==> src/rtl/msig_pkg.sv <==
package msig_pkg;
  localparam int SIG_W = 8;
  localparam logic [SIG_W-1:0] SIG_TAPS = 8'h71;

  typedef enum logic [2:0] {
    ST_IDLE  = 3'd0,
    ST_FETCH = 3'd1,
    ST_WAIT  = 3'd2,
    ST_FOLD  = 3'd3,
    ST_DONE  = 3'd4
  } scan_state_e;

  function automatic logic [SIG_W-1:0] sig_step(input logic [SIG_W-1:0] s,
                                                 input logic [SIG_W-1:0] b);
    logic [SIG_W-1:0] t;
    t = {s[SIG_W-2:0], 1'b0};
    if (s[SIG_W-1]) t = t ^ SIG_TAPS;
    return t ^ b;
  endfunction
endpackage

==> src/rtl/scan_seq.sv <==
module scan_seq
  import msig_pkg::*;
#(
  parameter int ADDR_W = 8,
  parameter int CNT_W  = 9,
  parameter int NSLICE = 2,
  localparam int SL_W  = (NSLICE > 1) ? $clog2(NSLICE) : 1
) (
  input  logic              clk,
  input  logic              rst_n,
  input  logic              start,
  input  logic [ADDR_W-1:0] base_addr,
  input  logic [CNT_W-1:0]  word_cnt,
  output logic              mem_rd,
  output logic [ADDR_W-1:0] mem_addr,
  output logic              latch_word,
  output logic              fold_en,
  output logic [SL_W-1:0]   slice_idx,
  output logic              clr,
  output logic              done
);
  scan_state_e       state_q, state_n;
  logic [ADDR_W-1:0] addr_q, addr_n;
  logic [CNT_W-1:0]  left_q, left_n;
  logic [SL_W-1:0]   slice_q, slice_n;
  logic              accept;

  assign accept = start & ((state_q == ST_IDLE) | (state_q == ST_DONE));

  always_comb begin
    state_n    = state_q;
    addr_n     = addr_q;
    left_n     = left_q;
    slice_n    = slice_q;
    mem_rd     = 1'b0;
    latch_word = 1'b0;
    fold_en    = 1'b0;
    clr        = 1'b0;
    unique case (state_q)
      ST_IDLE, ST_DONE: begin
        if (accept) begin
          clr     = 1'b1;
          addr_n  = base_addr;
          left_n  = word_cnt;
          state_n = (word_cnt == '0) ? ST_DONE : ST_FETCH;
        end
      end
      ST_FETCH: begin
        mem_rd  = 1'b1;
        state_n = ST_WAIT;
      end
      ST_WAIT: begin
        latch_word = 1'b1;
        slice_n    = '0;
        state_n    = ST_FOLD;
      end
      ST_FOLD: begin
        fold_en = 1'b1;
        if (slice_q == SL_W'(NSLICE - 1)) begin
          addr_n  = addr_q + 1'b1;
          left_n  = left_q - 1'b1;
          state_n = (left_q == CNT_W'(1)) ? ST_DONE : ST_FETCH;
        end else begin
          slice_n = slice_q + 1'b1;
        end
      end
      default: state_n = ST_IDLE;
    endcase
  end

  always_ff @(posedge clk or negedge rst_n) begin
    if (!rst_n) begin
      state_q <= ST_IDLE;
      addr_q  <= '0;
      left_q  <= '0;
      slice_q <= '0;
    end else begin
      state_q <= state_n;
      addr_q  <= addr_n;
      left_q  <= left_n;
      slice_q <= slice_n;
    end
  end

  assign mem_addr  = addr_q;
  assign slice_idx = slice_q;
  assign done      = (state_q == ST_DONE);

  // checker-side tracking of the previous read address
  logic [ADDR_W-1:0] prev_rd_q;
  logic              seen_rd_q;
  always_ff @(posedge clk or negedge rst_n) begin
    if (!rst_n) begin
      prev_rd_q <= '0;
      seen_rd_q <= 1'b0;
    end else if (accept) begin
      seen_rd_q <= 1'b0;
    end else if (mem_rd) begin
      prev_rd_q <= mem_addr;
      seen_rd_q <= 1'b1;
    end
  end

  // reads within one scan step upward by one address
  a_r2_addr_ascends: assert property (@(posedge clk) disable iff (!rst_n)
    (mem_rd && seen_rd_q) |-> (mem_addr == prev_rd_q + 1'b1));

  // read strobes never sit in adjacent cycles
  a_r2_read_spacing: assert property (@(posedge clk) disable iff (!rst_n)
    mem_rd |=> !mem_rd);

  // done stays up until a new start
  a_r6_done_hold: assert property (@(posedge clk) disable iff (!rst_n)
    (done && !start) |=> done);
endmodule

==> config.mk <==
export PLATFORM = sky130hd
export DESIGN_NAME = scan_seq
export DESIGN_NICKNAME = d
export VERILOG_FILES = /design/src/rtl/msig_pkg.sv /design/src/rtl/scan_seq.sv
export SDC_FILE = /design/constraint.sdc
export NUM_CORES = 1
export LEC_CHECK = 0
export CORE_MARGIN = 2
export CORE_UTILIZATION = 30
export CTS_BUF_LIST = sky130_fd_sc_hd__clkbuf_16
export DETAILED_ROUTE_END_ITERATION = 8
export DONT_BUFFER_PORTS = 1
export GPL_TIMING_DRIVEN = 0
export HOLD_SLACK_MARGIN = 0.08
export PLACE_DENSITY = 0.47
export SETUP_SLACK_MARGIN = 0.2
export SYNTH_ARGS = -nofsm -noshare
export SYNTH_HDL_FRONTEND = slang
export SYNTH_SLANG_ARGS = --single-unit
==> constraint.sdc <==
create_clock -name clk -period 4.2 [get_ports clk]
set_input_delay 0.42 -clock clk [delete_from_list [all_inputs] [get_ports clk]]
set_output_delay 0.42 -clock clk [all_outputs]
set_load 0.01 [all_outputs]
==> results of run 1 <==
[state kept, by name, summed over array words and instances, names as in the netlist]
register / count
left_q: 9
mem_addr: 8
slice_idx: 1
state_q: 3
[layout make-up]
| cell class | instances | area, um^2 | area share [%] |
|---|---|---|---|
| clock inverters | 1 | 5.005 | 0.3263 |
| flip-flops and latches | 21 | 525.5 | 34.26 |
| inverters | 5 | 21.27 | 1.387 |
| multi-input cells | 116 | 754.5 | 49.18 |
| clock buffers | 3 | 75.07 | 4.894 |
| plain buffers | 9 | 77.57 | 5.057 |
| repair buffers | 1 | 10.01 | 0.6525 |
| well taps | 52 | 65.06 | 4.241 |
[worst max path at each step]
stage / from / endpoint / cells past startpoint
after global placement: left_q[0]$_DFFE_PN0P_ / left_q[8]$_DFFE_PN0P_ / 6
after CTS: left_q[0]$_DFFE_PN0P_ / left_q[6]$_DFFE_PN0P_ / 6
final: left_q[0]$_DFFE_PN0P_ / left_q[6]$_DFFE_PN0P_ / 6
after detailed placement: left_q[0]$_DFFE_PN0P_ / left_q[6]$_DFFE_PN0P_ / 6
after floorplan: left_q[0]$_DFFE_PN0P_ / left_q[6]$_DFFE_PN0P_ / 6
after global routing: left_q[0]$_DFFE_PN0P_ / left_q[6]$_DFFE_PN0P_ / 6
[synthesized netlist by cell type, types with 4 or more instances]
cell	count
a21oi_1	14
nand2_1	13
nand3_1	8
and3_1	4
o22ai_1	4
dfrtp_1	21
o21ai_0	12
nor3_1	5
inv_1	4
buf_6	4
nor2_1	13
[critical path, stage by stage, from the launching register on]
cell       delay, ns
dfrtp_1         0.41
inv_1           0.11
ha_1            0.20
nor3b_1         0.44
nor3b_1         0.31
o21ai_0         0.11
o2bb2ai_1       0.13
[per-layer routing]
metal,track usage [%],vias to the layer above,share of wire (%)
li1,-,569,-
met3,3.657,9,5.2
met5,0,-,0
met2,23.77,36,47
met4,7.128,0,2.4
met1,20.51,562,45
[cell families (layout without fill, tap and decap cells)]
family	after synthesis	count (layout)	share of synthesized area, %
AND/OR/NAND/NOR	57	57	23.41
AO/OA/AOI/OAI	53	53	26.32
flip-flops	21	21	38.11
buffers and inverters	14	19	7.168
adder cells (fa/ha/maj)	3	3	2.723
multiplexers	3	3	2.269
[what timing repair did]
item                      4_1_cts  5_1_grt
gates resized for setup         0        0
hold endpoints to repair       21        0
setup buffers                   0        0
hold buffers                    1        0
[layout by cell type, fill, tap and decap left out, types with 4 or more instances in the layout]
| cell | count |
|---|---|
| dfrtp_1 | 21 |
| a21oi_1 | 14 |
| nor2_1 | 13 |
| nand2_1 | 13 |
| o21ai_0 | 12 |
| nand3_1 | 8 |
| nor3_1 | 5 |
| buf_6 | 4 |
| inv_1 | 4 |
| and3_1 | 4 |
| o22ai_1 | 4 |
[power by group through the flow]
stage                     combinational [mW]  sequential (mW)  clock, mW
after global routing                   0.855            0.458      0.223
after CTS                              0.765            0.441      0.211
final                                  0.756            0.442      0.206
after floorplan                        0.609            0.412          0
after detailed placement               0.757            0.444          0
after global placement                 0.744            0.441          0
==> metrics, run 1 <==
initial antenna violation count 0; drt first pass iters 4; syn_area_per_cell slightly above 9 um^2; final hold violations 0; final core occ 34.99%; fill count 450; reg-to-reg endpoint left_q[6]$_DFFE_PN0P_; Clock Path Buffers 2; fin nets 180; synth top area cells dfrtp_1 (38%), a21oi_1 (5.1%), o21ai_0 (4.4%), nand2_1 (3.5%), nor2_1 (3.5%); DR vias ~1200; R2R cell count 6; non-filler instance count after layout 208; cell total after placement ~200; Synth-to-Final Area Change 11.25%; CTS Root Cell clkbuf_16; total I/O pin count 34; Net Count, Synth ~170; htree depth 1; fin area between 1500 and 2000 um^2; Final GP Congestion approximately 0.78; total track usage 15.44%; share of cells above drive strength 1 roughly 15%; highest clock rate between 0.5 and 0.6 GHz; Worst Min Path Start base_addr[1]; Seq pwr share roughly a third; Rel. slew slack between 20% and 30%; CP required approximately 4.3 ns; CTS Buf Count 3; setup tns final 0 ns; leakage 0.6246 nW; Pins Over Slew Limit 0; RSZ-0062 raised after global routing no; Synth area leader dfrtp_1; Max-Cap Viols 0; Clk pwr share between 10% and 20%; Post-synth EDFFs 0; internal power 0.7550 mW; Final min period around 1.8 ns; Setup Skew between 0.002 and 0.0025 ns; Min-Delay Path Class in2reg; routed len/inst ~17 um; CTS sink cnt 21; switch share between 40% and 50%; peak supply drop approximately 0.27 mV; Post-synth top flop dfrtp_1; first-pass GRT wire length between 6000 and 7000 um; Design Power approximately 1.4 mW; Final WS setup roughly 2.4 ns; antenna cell count 0; FFs w/ async S/R, synth between 90% and 100%; Cell Area, Placed 1444 um^2; Reg-to-Reg Start left_q[0]$_DFFE_PN0P_; Clock transition at path regs about 0.06 ns; Crit Path Max Fanout 4; Psw roughly 0.65 mW; grt total ovfl 0; number of global-route vias before repair ~1300; #FFs+latches synth 21; post-synth top area share a little under two fifths; Fin Hold WS 0.3156 ns; TritonCTS clock tree yes; ANT nets after route 0; die width roughly 72 um; hold path depth 2; Final Setup Violations 0; Mapped Cells 151; sequential cell area fraction in the yosys report a little under two fifths; Vias/cell ~5.7; Port Buffers 0; CP arrival 1.95 ns; Critical Path End Type flop; residual DRC count 0; status finished, final reports clean; Rows 24; pwr dens about 900 nW/um^2; actual slew at the worst max-slew pin around 1.1 ns; yosys warns 0; final WL between 3000 and 4000 um; Detailed Place HPWL roughly 2600 um; Skew-Pair Late Insertion Delay 0.26 ns; Mapped Area 1379 um^2; Core ar. around 4400 um^2; reg-to-reg slack, setup around 2.4 ns; worst slack at placement approximately 2.4 ns; Setup CP Type reg2reg; die area approximately 5000 um^2; Comb pwr share 53.9%; hold endpoint mem_addr[1]$_DFFE_PN0P_; largest net degree at the start of global routing 22; Initial Util 31.45%; Startpoint Class flop; initial DRC count 37; DIE HEIGHT a little over 70 um; post-synth cell types between 40 and 50; fin crit share 43.16%
Note: power is estimated with default switching activity, not from simulation.
==> run 2: changes to the inputs <==
PLACE_DENSITY = 0.48   (was 0.47)
clock period = 1.5 ns   (was 4.2 ns; I/O delays follow)
==> run 2 against run 1 <==
Compared with the run above: first-iteration DRC count fell by 35%; clock skew increased by 0.0043 ns; sequential cell count stayed put; largest cell class unchanged; largest power group unchanged; critical path type unchanged; final area increased by 24%.
==> metrics, run 2 (synthesized netlist as in run 1, its figures left out) <==
status finished, final reports clean; commonest cells after routing, fill and taps aside buf_4 (16), dfrtp_1 (14), nand2_1 (13); DIE HEIGHT 71.80 um (unchanged); actual slew at the worst max-slew pin 1.028 ns (-0.04088 ns); peak supply drop 1.107 mV (+310%); total track usage 16.68% (+1.2 points); Initial Util 31.45% (unchanged); fill count 439 (-2.4%); Core ar. 4384 um^2 (unchanged); highest clock rate 0.6932 GHz (+26%); switch share 44.39% (-1.8 points); Clock transition at path regs 0.06 ns (about the same); Skew-Pair Late Insertion Delay 0.26 ns (about the same); Port Buffers 0 (unchanged); drt first pass iters 4 (unchanged); RSZ-0062 raised after global routing yes; most common cell after layout, fill and taps aside buf_4; Final min period 1.442 ns (-0.3703 ns); Detailed Place HPWL 2687 um (+2.2%); grt total ovfl 0 (unchanged); Final GP Congestion 0.8192 (+4.5%); CTS sink cnt 21 (unchanged); Comb pwr share 62.4% (+8.5 points); Fin Hold WS 0.08281 ns (-0.2328 ns); grt met2 use 28.09% (+4.3 points); Critical Path End Type flop; internal power 2.732 mW (+260%); FF+latch area 534.3 um^2 (+1.7%); multi-input logic area 887.1 um^2 (+18%); CP arrival 1.59 ns (-0.36 ns); CTS Buf Count 3 (unchanged); DR vias 1308 (+11%); Setup Skew 0.006508 ns (+0.004296 ns); ANT nets after route 0 (unchanged); TritonCTS clock tree yes; Min-Delay Path Class in2reg; leakage 0.7758 nW (+24%); routed len/inst 17.75 um (+1.6%); pwr dens 2582 nW/um^2 (+180%); largest net degree at the start of global routing 22 (unchanged); grt peak-use layer met2; Crit Path Max Fanout 4 (unchanged); die area 5155 um^2 (unchanged); met3 Usage GRT 3.516% (-0.14 points); final core occ 43.41% (+8.4 points); Rows 24 (unchanged); fin nets 204 (+13%); Startpoint Class flop; Clk pwr share 11.8% (-2.8 points); die width 71.80 um (unchanged); share of cells above drive strength 1 43.33% (+28 points); initial DRC count 24 (-35%); final hold violations 0 (unchanged); Synth-to-Final Area Change 38.02%; non-filler instance count after layout 232 (+12%); setup tns final 0 ns (unchanged); Clock Path Buffers 2 (unchanged); CTS Root Cell clkbuf_16; number of global-route vias before repair 1347 (+6.7%); final WL 4118 um (+13%); Max-Cap Viols 0 (unchanged); fin crit share 96.17% (+53 points); Biggest register left_q; Rel. slew slack 31.48% (+3.0 points); Setup CP Type reg2reg; Seq pwr share 25.7% (-5.8 points); residual DRC count 0 (unchanged); Psw 2.181 mW (+240%); total I/O pin count 34 (unchanged); cell total after placement 203 (unchanged); first-pass GRT wire length 6624 um (+7.5%); Pins Over Slew Limit 0 (unchanged); htree depth 1 (unchanged); initial antenna violation count 0 (unchanged); Vias/cell 5.638 (-0.28%); CP required 1.65 ns (-2.69 ns); Final Setup Violations 0 (unchanged); met1 Use GR 21.38% (+0.88 points); antenna cell count 0 (unchanged); flip-flop count of the largest register after layout 9 (unchanged)
-- run 2: path summary, 6_finish.rpt --
path	to	startpoint	depth (start not counted)	slack, ns
worst max-delay path	left_q[8]$_DFFE_PN0P_	left_q[1]$_DFFE_PN0P_	7	0.06
worst max register to register	left_q[8]$_DFFE_PN0P_	left_q[1]$_DFFE_PN0P_	7	0.06
min in group asynchronous	left_q[1]$_DFFE_PN0P_	rst_n	1	0.14
max in group asynchronous	slice_idx$_DFFE_PN0P_	rst_n	1	0.66
worst min register to register	left_q[8]$_DFFE_PN0P_	left_q[8]$_DFFE_PN0P_	1	0.54
worst min-delay path	mem_addr[0]$_DFFE_PN0P_	base_addr[0]	2	0.08
-- run 2: metal layers --
metal / wire [um] / vias up
li1: - / 614
met1: 1842 / 658
met2: 2030 / 29
met3: 174 / 7
met4: 71 / 0
met5: 0 / -
-- run 2: cell type report --
cell class,count,share of cell area (%)
Buffer,9,5.391
Clock buffer,3,3.945
Clock inverter,1,0.1972
Inverter,5,1.118
Multi-Input combinational cell,116,46.61
Sequential cell,21,28.07
Tap cell,52,3.419
Timing Repair Buffer,25,11.24
-- run 2: power by group through the flow --
stage | combinational (mW) | sequential [mW] | clock [mW]
after floorplan | 1.78 | 1.18 | 0
after global placement | 2.17 | 1.25 | 0
after detailed placement | 2.20 | 1.26 | 0
after CTS | 2.84 | 1.25 | 0.594
after global routing | 3.35 | 1.30 | 0.618
final | 3.07 | 1.26 | 0.582
-- run 2: metrics by stage --
step	cell area, um^2	power, mW	worst slack, ns
2_1_floorplan	1420	2.952	0.1737
3_3_place_gp	1485	3.426	0.02129
3_5_place_dp	1485	3.459	0.03347
4_1_cts	1818	4.678	0.05353
5_1_grt	1903	5.266	-0.02635
6_report	1903	4.913	0.05750
-- run 2: worst max-delay path: stages, from the launching register on --
cell and delay [ns]:
dfrtp_1 0.38, inv_2 0.07, ha_4 0.15, nor3b_4 0.15, buf_4 0.14, a21oi_1 0.13, nor2_1 0.05, o2bb2a_2 0.26
-- run 2: what timing repair did --
action | CTS | global route
hold endpoints to repair | 23 | 0
setup endpoints to repair | 23 | 43
cloned | 3 | 0
pin swaps | 16 | 8
gates resized for setup | 32 | 17
hold buffers | 3 | 0
setup buffers | 15 | 4
==> run 3: changes to the inputs <==
PLACE_DENSITY = 0.47   (was 0.48)
clock period = 1.45 ns   (was 1.5 ns; I/O delays follow)
==> run 3 against run 2 <==
Compared with the run above: the flow now finishes with violations (setup timing); sequential power rose by 6%; count of clock-buffer cells in the layout did not move; critical path type unchanged; clock skew fell by 0.0037 ns; critical path depth fell by 2; core utilization rose by 7.9 points; final area rose by 18%; wire length rose by 16%; via count rose by 7.6%; first-iteration DRC count rose by 29%; setup slack got worse by 0.10 ns; hold slack got worse by 0.015 ns; global-route usage rose by 1.5 points.
==> metrics, run 3 (synthesized netlist as in run 1, its figures left out) <==
Rows 24 (unchanged); flip-flop count of the largest register after layout 9 (unchanged); highest clock rate 0.6688 GHz (-3.5%); CTS Root Cell clkbuf_16; Initial Util 31.45% (unchanged); FF+latch area 531.8 um^2 (-0.47%); total track usage 18.16% (+1.5 points); antenna cell count 0 (unchanged); reg-to-reg slack, setup -0.05 ns (-0.10 ns); largest net degree at the start of global routing 22 (unchanged); Critical Path End Type flop; Worst path max stage delay 0.39 ns (about the same); grt total ovfl 0 (unchanged); delay-heaviest family, CP simple AND/OR/NAND/NOR gates; Crit Path Max Fanout 3 (-1); Pins Over Slew Limit 0 (unchanged); Critical-path top delay cell dfrtp_1; CP required 1.63 ns (-0.02 ns); Cell Area, Placed 1509 um^2 (+1.6%); die width 71.80 um (unchanged); commonest cells after routing, fill and taps aside buf_4 (20), dfrtp_1 (16), buf_6 (13); Critical Path End left_q[5]$_DFFE_PN0P_; first-pass GRT wire length 7100 um (+7.2%); Startpoint Class flop; RSZ-0062 raised after global routing yes; most common cell after layout, fill and taps aside buf_4; fin crit share 103.1% (+7.0 points); worst path cell trace buf_4 -> nor3_1 -> nand2_1 -> o31a_1 -> o21ai_0; Reg-to-Reg Start left_q[0]$_DFFE_PN0P_; share of cells above drive strength 1 55.96% (+13 points); peak supply drop 1.098 mV (-0.79%); leakage 0.8982 nW (+16%); DR vias 1407 (+7.6%); Final Setup Violations 4 (+4); Port Buffers 0 (unchanged); pwr dens 2752 nW/um^2 (+6.6%); Final WS setup -0.04532 ns (-0.1028 ns); Final min period 1.495 ns (+0.05282 ns); htree depth 1 (unchanged); CP bufs+invs 1 (-1); die area 5155 um^2 (unchanged); total I/O pin count 34 (unchanged); Detailed Place HPWL 2656 um (-1.2%); fill count 393 (-10%); multi-input logic area 1022 um^2 (+15%); CTS Buf Count 3 (unchanged); Skew-Pair Late Insertion Delay 0.26 ns (about the same); Core ar. 4384 um^2 (unchanged); critical path depth 5 (-2); Min-Delay Path Class in2reg; final WL 4775 um (+16%); final hold violations 0 (unchanged); Max-Cap Viols 0 (unchanged); fin area 2250 um^2 (+18%); reg-to-reg endpoint left_q[5]$_DFFE_PN0P_; Setup CP Type reg2reg; Crit. Startpoint left_q[0]$_DFFE_PN0P_; setup tns final -0.07868 ns (-0.07868 ns); routed len/inst 19.49 um (+9.8%); actual slew at the worst max-slew pin 1.053 ns (+0.02517 ns); Biggest register left_q; number of global-route vias before repair 1331 (-1.2%); residual DRC count 0 (unchanged); Vias/cell 5.743 (+1.9%); DIE HEIGHT 71.80 um (unchanged); Synth-to-Final Area Change 63.16%; final core occ 51.31% (+7.9 points); Setup Skew 0.002799 ns (-0.003709 ns); fin nets 217 (+6.4%); initial DRC count 31 (+29%); CTS sink cnt 21 (unchanged); drt first pass iters 5 (+1); CP arrival 1.67 ns (+0.08 ns); initial antenna violation count 0 (unchanged); status finished with violations; failing checks setup timing; TritonCTS clock tree yes; ANT nets after route 0 (unchanged); Clock Path Buffers 2 (unchanged); Final GP Congestion 0.8010 (-2.2%); R2R cell count 5 (-2); Clock transition at path regs 0.06 ns (about the same); Rel. slew slack 29.80% (-1.7 points)
==> run 3: cell types whose count changed in the layout (fill, tap and decap cells not counted), sizes merged <==
cell         previous run  this run
clkbuf                  3         4
clkinv                  0         2
dlygate4sd3             2         4
buf                    31        41
inv                     6         4
==> run 3: worst min path at each step <==
stage,depth (start not counted),to,start
2_1_floorplan,0,left_q[0]$_DFFE_PN0P_,rst_n
4_1_cts,2,mem_addr[0]$_DFFE_PN0P_,base_addr[0]
6_report,2,mem_addr[0]$_DFFE_PN0P_,base_addr[0]
3_3_place_gp,0,left_q[4]$_DFFE_PN0P_,rst_n
5_1_grt,2,left_q[0]$_DFFE_PN0P_,word_cnt[0]
3_5_place_dp,0,left_q[0]$_DFFE_PN0P_,rst_n
==> run 3: where the power goes <==
part / switching, mW / internal (mW)
logic: 2.03 / 2.20
registers: 0.444 / 0.887
clock network: 0.252 / 0.372
total: 2.73 / 3.46
==> run 3: layout make-up <==
class                      instances  share of cell area (%)
sequential                        21                   23.64
multi-input combinational        116                   45.44
tap                               52                   2.892
clock inverter                     1                  0.2225
inverter                           5                   1.390
clock buffer                       3                   3.337
buffer                             9                   5.228
timing repair buffer              38                   17.85
==> run 3: through the flow <==
stage	worst slack, ns	power [mW]	cells	hold slack (ns)
2_1_floorplan	0.1237	3.128	151	-0.1506
3_3_place_gp	-0.03308	3.617	203	-0.1499
3_5_place_dp	-0.007705	3.661	203	-0.1499
4_1_cts	0.02088	5.348	232	0.08346
5_1_grt	-0.1362	6.555	245	0.09113
6_report	-0.04532	6.190	245	0.06775
==> run 3: what timing repair did <==
item,4_1_cts,5_1_grt
hold buffers,4,1
pin swaps,15,14
buffers inserted,16,11
hold endpoints to repair,24,1
gates resized for setup,41,42
cloned,5,1
setup endpoints to repair,23,45
==> run 3: worst reg2reg max path, stage by stage, from the launching register on <==
cell and delay (ns):
dfrtp_1 0.39, buf_4 0.16, nor3_1 0.32, nand2_1 0.15, o31a_1 0.26, o21ai_0 0.15
==> run 3: layer usage <==
metal  vias to the layer above  part of all wire [%]  track usage, %
met3                        12                   6.1           3.516
met5                         -                     0               0
li1                        640                     -               -
met1                       710                    41           23.76
met4                         0                   3.0           5.870
met2                        45                    49           30.14
